### src/rtl/dual_rail_seq_pkg.sv
package dual_rail_seq_pkg;

    typedef enum logic [1:0] {
        MODE_INDEP     = 2'b00,
        MODE_5V_FIRST  = 2'b01,
        MODE_3V3_FIRST = 2'b10,
        MODE_SPARE     = 2'b11
    } mode_e;

    typedef enum logic [1:0] {
        PS_SHUTDOWN = 2'b00,
        PS_STANDBY  = 2'b01,
        PS_RUN      = 2'b10
    } pstate_e;

    typedef struct packed {
        logic    en_3v3;
        logic    en_5v;
        logic    discharge;
        pstate_e state;
    } rail_ctrl_t;

    localparam rail_ctrl_t CTRL_SHUTDOWN = '{en_3v3: 1'b0, en_5v: 1'b0, discharge: 1'b1, state: PS_SHUTDOWN};
    localparam rail_ctrl_t CTRL_STANDBY  = '{en_3v3: 1'b0, en_5v: 1'b0, discharge: 1'b1, state: PS_STANDBY};

    function automatic logic is_sequenced(mode_e m);
        return (m == MODE_5V_FIRST) || (m == MODE_3V3_FIRST);
    endfunction

    function automatic rail_ctrl_t make_ctrl(logic e33, logic e5);
        rail_ctrl_t c;
        c.en_3v3    = e33;
        c.en_5v     = e5;
        c.discharge = !(e33 || e5);
        c.state     = (e33 || e5) ? PS_RUN : PS_STANDBY;
        return c;
    endfunction

endpackage

### src/rtl/powerup_window.sv
module powerup_window #(
    parameter int unsigned PWRUP_CYCLES = 16
) (
    input  logic clk,
    input  logic rst,
    output logic done
);
    localparam int unsigned W = $clog2(PWRUP_CYCLES + 1);
    localparam logic [W-1:0] LIMIT = W'(PWRUP_CYCLES);

    logic [W-1:0] cnt_q;

    assign done = (cnt_q == LIMIT);

    always_ff @(posedge clk) begin
        if (rst)
            cnt_q <= '0;
        else if (!done)
            cnt_q <= cnt_q + 1'b1;
    end

    AST_WINDOW_STAYS_CLOSED: assert property (@(posedge clk) disable iff (rst)
        done |=> done);

endmodule

### src/rtl/rail_delay.sv
module rail_delay #(
    parameter int unsigned DELAY_CYCLES = 800
) (
    input  logic clk,
    input  logic rst,
    input  logic arm,
    output logic expired
);
    localparam int unsigned W = $clog2(DELAY_CYCLES + 1);
    localparam logic [W-1:0] LIMIT = W'(DELAY_CYCLES);

    logic [W-1:0] cnt_q;

    assign expired = (cnt_q == LIMIT);

    always_ff @(posedge clk) begin
        if (rst || !arm)
            cnt_q <= '0;
        else if (!expired)
            cnt_q <= cnt_q + 1'b1;
    end

    AST_DELAY_BOUND: assert property (@(posedge clk) disable iff (rst)
        cnt_q <= LIMIT);

    AST_DISARM_CLEARS: assert property (@(posedge clk) disable iff (rst)
        !arm |=> (cnt_q == '0));

endmodule

### src/rtl/rail_decoder.sv
module rail_decoder
    import dual_rail_seq_pkg::*;
(
    input  logic       shdn_n,
    input  mode_e      mode,
    input  logic       run_in,
    input  logic       aux_in,
    input  logic       window_done,
    input  logic       delay_expired,
    output logic       arm,
    output rail_ctrl_t nxt
);
    always_comb begin
        arm = shdn_n && window_done && run_in && is_sequenced(mode);
        if (!shdn_n) begin
            nxt = CTRL_SHUTDOWN;
        end else if (!window_done) begin
            nxt = CTRL_STANDBY;
        end else begin
            case (mode)
                MODE_5V_FIRST:  nxt = make_ctrl(run_in && delay_expired, run_in);
                MODE_3V3_FIRST: nxt = make_ctrl(run_in, run_in && delay_expired);
                default:        nxt = make_ctrl(run_in, aux_in);
            endcase
        end
    end
endmodule

### src/rtl/dual_rail_sequencer.sv
module dual_rail_sequencer
    import dual_rail_seq_pkg::*;
#(
    parameter int unsigned DELAY_CYCLES = 800,
    parameter int unsigned PWRUP_CYCLES = 16
) (
    input  logic       clk,
    input  logic       rst,
    input  logic       shdn_n,
    input  logic [1:0] mode_sel,
    input  logic       run_in,
    input  logic       aux_in,
    output logic       en_3v3,
    output logic       en_5v,
    output logic       discharge,
    output logic [1:0] pwr_state
);
    mode_e      mode;
    logic       window_done;
    logic       delay_expired;
    logic       arm;
    rail_ctrl_t ctrl_nxt;
    rail_ctrl_t ctrl_q;

    assign mode = mode_e'(mode_sel);

    powerup_window #(.PWRUP_CYCLES(PWRUP_CYCLES)) u_window (
        .clk  (clk),
        .rst  (rst),
        .done (window_done)
    );

    rail_delay #(.DELAY_CYCLES(DELAY_CYCLES)) u_delay (
        .clk     (clk),
        .rst     (rst),
        .arm     (arm),
        .expired (delay_expired)
    );

    rail_decoder u_decode (
        .shdn_n        (shdn_n),
        .mode          (mode),
        .run_in        (run_in),
        .aux_in        (aux_in),
        .window_done   (window_done),
        .delay_expired (delay_expired),
        .arm           (arm),
        .nxt           (ctrl_nxt)
    );

    always_ff @(posedge clk) begin
        if (rst)
            ctrl_q <= CTRL_SHUTDOWN;
        else
            ctrl_q <= ctrl_nxt;
    end

    assign en_3v3    = ctrl_q.en_3v3;
    assign en_5v     = ctrl_q.en_5v;
    assign discharge = ctrl_q.discharge;
    assign pwr_state = ctrl_q.state;

    AST_SHDN_FORCES_OFF: assert property (@(posedge clk) disable iff (rst)
        !shdn_n |=> (!en_3v3 && !en_5v && discharge && pwr_state == 2'b00));

    AST_MASTER_DROP: assert property (@(posedge clk) disable iff (rst)
        (is_sequenced(mode) && !run_in) |=> (!en_3v3 && !en_5v));

    AST_RUN_NO_DISCHARGE: assert property (@(posedge clk) disable iff (rst)
        (en_3v3 || en_5v) |-> (!discharge && pwr_state == 2'b10));

    AST_WINDOW_HOLD: assert property (@(posedge clk) disable iff (rst)
        !window_done |=> (!en_3v3 && !en_5v && discharge));

endmodule

### config.mk
export PLATFORM = sky130hd
export DESIGN_NAME = dual_rail_sequencer
export DESIGN_NICKNAME = d
export VERILOG_FILES = /design/src/rtl/dual_rail_seq_pkg.sv /design/src/rtl/powerup_window.sv /design/src/rtl/rail_delay.sv /design/src/rtl/rail_decoder.sv /design/src/rtl/dual_rail_sequencer.sv
export SDC_FILE = /design/constraint.sdc
export NUM_CORES = 1
export LEC_CHECK = 0
export BUFFER_PORTS_ARGS = -buffer_cell sky130_fd_sc_hd__buf_2
export CORE_MARGIN = 2
export CORE_UTILIZATION = 40
export CTS_BUF_LIST = sky130_fd_sc_hd__clkbuf_16
export DETAILED_ROUTE_END_ITERATION = 16
export SETUP_SLACK_MARGIN = 0.4
export SLEW_MARGIN = 15
export SYNTH_ARGS = -nofsm -noshare
export SYNTH_HDL_FRONTEND = slang
export SYNTH_SLANG_ARGS = --single-unit
### constraint.sdc
create_clock -name clk -period 2.6 [get_ports clk]
set_input_delay 0.26 -clock clk [delete_from_list [all_inputs] [get_ports clk]]
set_output_delay 0.26 -clock clk [all_outputs]
set_load 0.01 [all_outputs]
==> results.md <==
* Critical Path Source: u_window.cnt_q[0]$_SDFFE_PP0P_
* DRC viols at 0
* Reg-to-Reg Start: u_window.cnt_q[0]$_SDFFE_PP0P_
* Clk_lat worst skew at 0.25 ns
* Crit path to: u_delay.cnt_q[9]$_SDFFE_PP0P_
* Slew at the pin with the worst max-slew slack at slightly below 0.5 ns
* Largest net degree at the start of global routing at 12
* Fin Setup TNS at 0 ns
* Root buffer cell: clkbuf_16
* RSZ-0062 raised after global routing: no
* TritonCTS clock tree: built
* Layout net count at about 130
* Final core utilization at between 40% and 50%
* Place WS at roughly 0.9 ns
* Clk buf depth at 2
* Syn Inst Count at approximately 110
* Post-Syn Area per Cell at roughly 9 um2
* GPL Wtd Cong at approximately 0.8
* Power after layout at around 0.66 mW
* Antenna diode count at 0
* Hold_buf cts at 0
* Fin crit share at 67.9%
* CTS Sinks at 20
* Vias post-DR at 785
* Worst setup EP type: flop
* Die height at ~53 um
* Starting density of the core at a little over two fifths
* Setup repair bufs after CTS at 0
* Synth Net Count at ~120
* I/O Pins at 12
* PD cells at 593 nW/um2
* Final Hold Vio Count at 0
* Fillers at between 200 and 250
* Layout cells sized above 1 at 16.9%
* Post-route clock skew at roughly 0.0013 ns
* R2r worst-path depth at 5
* Max Cap Violations at 0
* Worst-path cell chain: inv_1, ha_1, and4bb_1, nand4b_1, a21oi_1
* Register bit total from synthesis at 20
* Sequential-to-total area share from yosys stat at 41.9%
* WP data required at 2.77 ns
* Post-layout minimum cycle time at about 1.8 ns
* Number of global-route vias before repair at 710
* Initial DRC Count at 7
* Final WS setup at about 0.83 ns
* Synth cell types at 30
* Slowest-stage cell, CP: nand4b_1
* Levels on crit path at 5
* Lkg Pwr at between 0.4 and 0.5 nW
* CP Buf/Inv Count at 1
* CP Launch Type: flop
* Std cell rows at 17
* Num CTS Buffers at 3
* GRT Overall Usage at 14.6%
* Reg2Reg Capture Point: u_delay.cnt_q[9]$_SDFFE_PP0P_
* FMAX at 567 MHz
* First-pass GRT wire length at ~2.9 mm
* CP delay by family, top: simple AND/OR/NAND/NOR gates
* Peak supply drop at approximately 0.34 mV
* WL/cell at 11.7 um
* Die Wd at about 53 um
* Die ar. at between 2000 and 3000 um2
* Synth Warn # at 0
* Relative slew slack at 67.4%
* R2R Setup Slk at around 0.83 ns
* Post_cts resized at 0
* Critical Path AT at around 1.9 ns
* ANT nets after route at 0
* Dpl hpwl at ~1.3 mm
* Antenna violations before repair at 0
* Setup CP Type: flop to flop
* Max-slew violation count at 0
* Final setup viols at 0
* Grt total ovfl at 0
* Status: finished clean
* H-tree levels at 1
* Routed Wire Length at approximately 1.7 mm
* Clk slew on worst S/H paths at 0.05 ns
* Worst Path Max Fanout at 11
* Crit-path max cell delay at about 0.47 ns
* Worst hold path type: primary input to flop
* Core area at 2230 um2
* DRT Pass-1 Iters at 4
* Syn Std Cell Area at 955 um2
* Area delta synth->final at 16.6%
* I/O Buffers at 11
* Drt via density at 5.38
==> logic make-up after synthesis <==
kind of cell / share of synthesized area (%)
buffers and inverters: 5.37
muxes: 1.05
DFF: 41.9
xor gates and xnor gates: 5.50
adders and majority gates: 7.86
AOI/OAI and AO/OA: 14.4
and+or+nand+nor: 23.9
==> stage by stage <==
stage               cells  instance area [um2]  hold slack (ns)
finish                146                 1110            0.251
global route          146                 1110            0.259
CTS                   146                 1110            0.247
detailed placement    142                 1030            0.473
global placement      142                 1030            0.482
floorplan             106                  955            0.332
==> routing by layer <==
metal / track usage [%] / part of all wire [%] / wire, um / up-vias
met5: 0 / 0 / 0 / -
met4: 10.3 / 2.0 / 34 / 0
met3: 3.39 / 2.8 / 47 / 4
met2: 23.5 / 48 / 822 / 9
met1: 16.8 / 47 / 804 / 369
li1: - / - / - / 403
==> registers in the layout (all words and copies together) (netlist names) <==
register	count
u_delay.cnt_q	10
u_window.cnt_q	5
pwr_state	2
discharge	1
en_3v3	1
en_5v	1
==> power by group <==
group	switching (mW)	total, mW	internal (mW)
Sequential	0.00385	0.316	0.312
Combinational	0.0157	0.0310	0.0153
Clock	0.109	0.313	0.205
Total	0.128	0.660	0.532
==> final cells by class <==
class / count / area (um2) / area share (%)
Multi-Input combinational cell: 73 / 503 / 45.2
Clock buffer: 3 / 75.1 / 6.74
Inverter: 9 / 33.8 / 3.03
Tap cell: 28 / 35.0 / 3.15
Timing Repair Buffer: 12 / 62.6 / 5.62
Clock inverter: 1 / 3.75 / 0.337
Sequential cell: 20 / 400 / 36.0
==> synth_stat cells <==
cell | number | share of area, %
a311o_2 | 1 | 1.2
a21oi_1 | 10 | 5.2
nor2_1 | 6 | 2.4
nor3_1 | 2 | 1.0
dfxtp_1 | 20 | 42
nor2b_1 | 3 | 2.0
a31o_2 | 2 | 1.8
o21ai_1 | 1 | 0.52
nand3_1 | 6 | 3.1
nand2_1 | 4 | 1.6
nor4bb_1 | 1 | 1.0
xor2_1 | 4 | 3.7
a21boi_1 | 1 | 0.79
or3_1 | 4 | 2.6
o21ai_0 | 3 | 1.6
xnor2_1 | 2 | 1.8
inv_1 | 9 | 3.5
ha_1 | 6 | 7.9
or4_1 | 2 | 1.6
nor3b_2 | 1 | 1.3
nand4b_1 | 1 | 0.92
nand3_2 | 1 | 1.0
a21boi_0 | 1 | 0.79
nand4_1 | 6 | 3.9
and4bb_1 | 1 | 1.3
o31ai_1 | 2 | 1.6
buf_2 | 2 | 1.0
mux2i_1 | 1 | 1.0
clkbuf_1 | 2 | 0.79
a41oi_1 | 1 | 0.92
==> worst min path at each step <==
stage / start / endpoint / slack, ns / depth (start not counted)
6_report: rst / u_window.cnt_q[0]$_SDFFE_PP0P_ / 0.25 / 2
5_1_grt: rst / u_window.cnt_q[0]$_SDFFE_PP0P_ / 0.26 / 2
4_1_cts: rst / u_window.cnt_q[0]$_SDFFE_PP0P_ / 0.25 / 2
3_5_place_dp: u_delay.cnt_q[9]$_SDFFE_PP0P_ / u_delay.cnt_q[9]$_SDFFE_PP0P_ / 0.47 / 2
3_3_place_gp: u_delay.cnt_q[9]$_SDFFE_PP0P_ / u_delay.cnt_q[9]$_SDFFE_PP0P_ / 0.48 / 2
2_1_floorplan: rst / u_window.cnt_q[0]$_SDFFE_PP0P_ / 0.33 / 1
==> cell usage in the layout, fill, tap and decap left out, types with 3 or more instances in the layout <==
| cell type | synthesis | layout |
|---|---|---|
| inv_1 | 9 | 9 |
| nor2b_1 | 3 | 3 |
| nand4_1 | 6 | 6 |
| xor2_1 | 4 | 4 |
| ha_1 | 6 | 6 |
| buf_2 | 2 | 11 |
| nand2_1 | 4 | 4 |
| nor2_1 | 6 | 6 |
| o21ai_0 | 3 | 3 |
| nand3_1 | 6 | 6 |
| clkbuf_16 | 0 | 3 |
| a21oi_1 | 10 | 10 |
| or3_1 | 4 | 4 |
| dfxtp_1 | 20 | 20 |
Power figures use the tool's default switching activity.
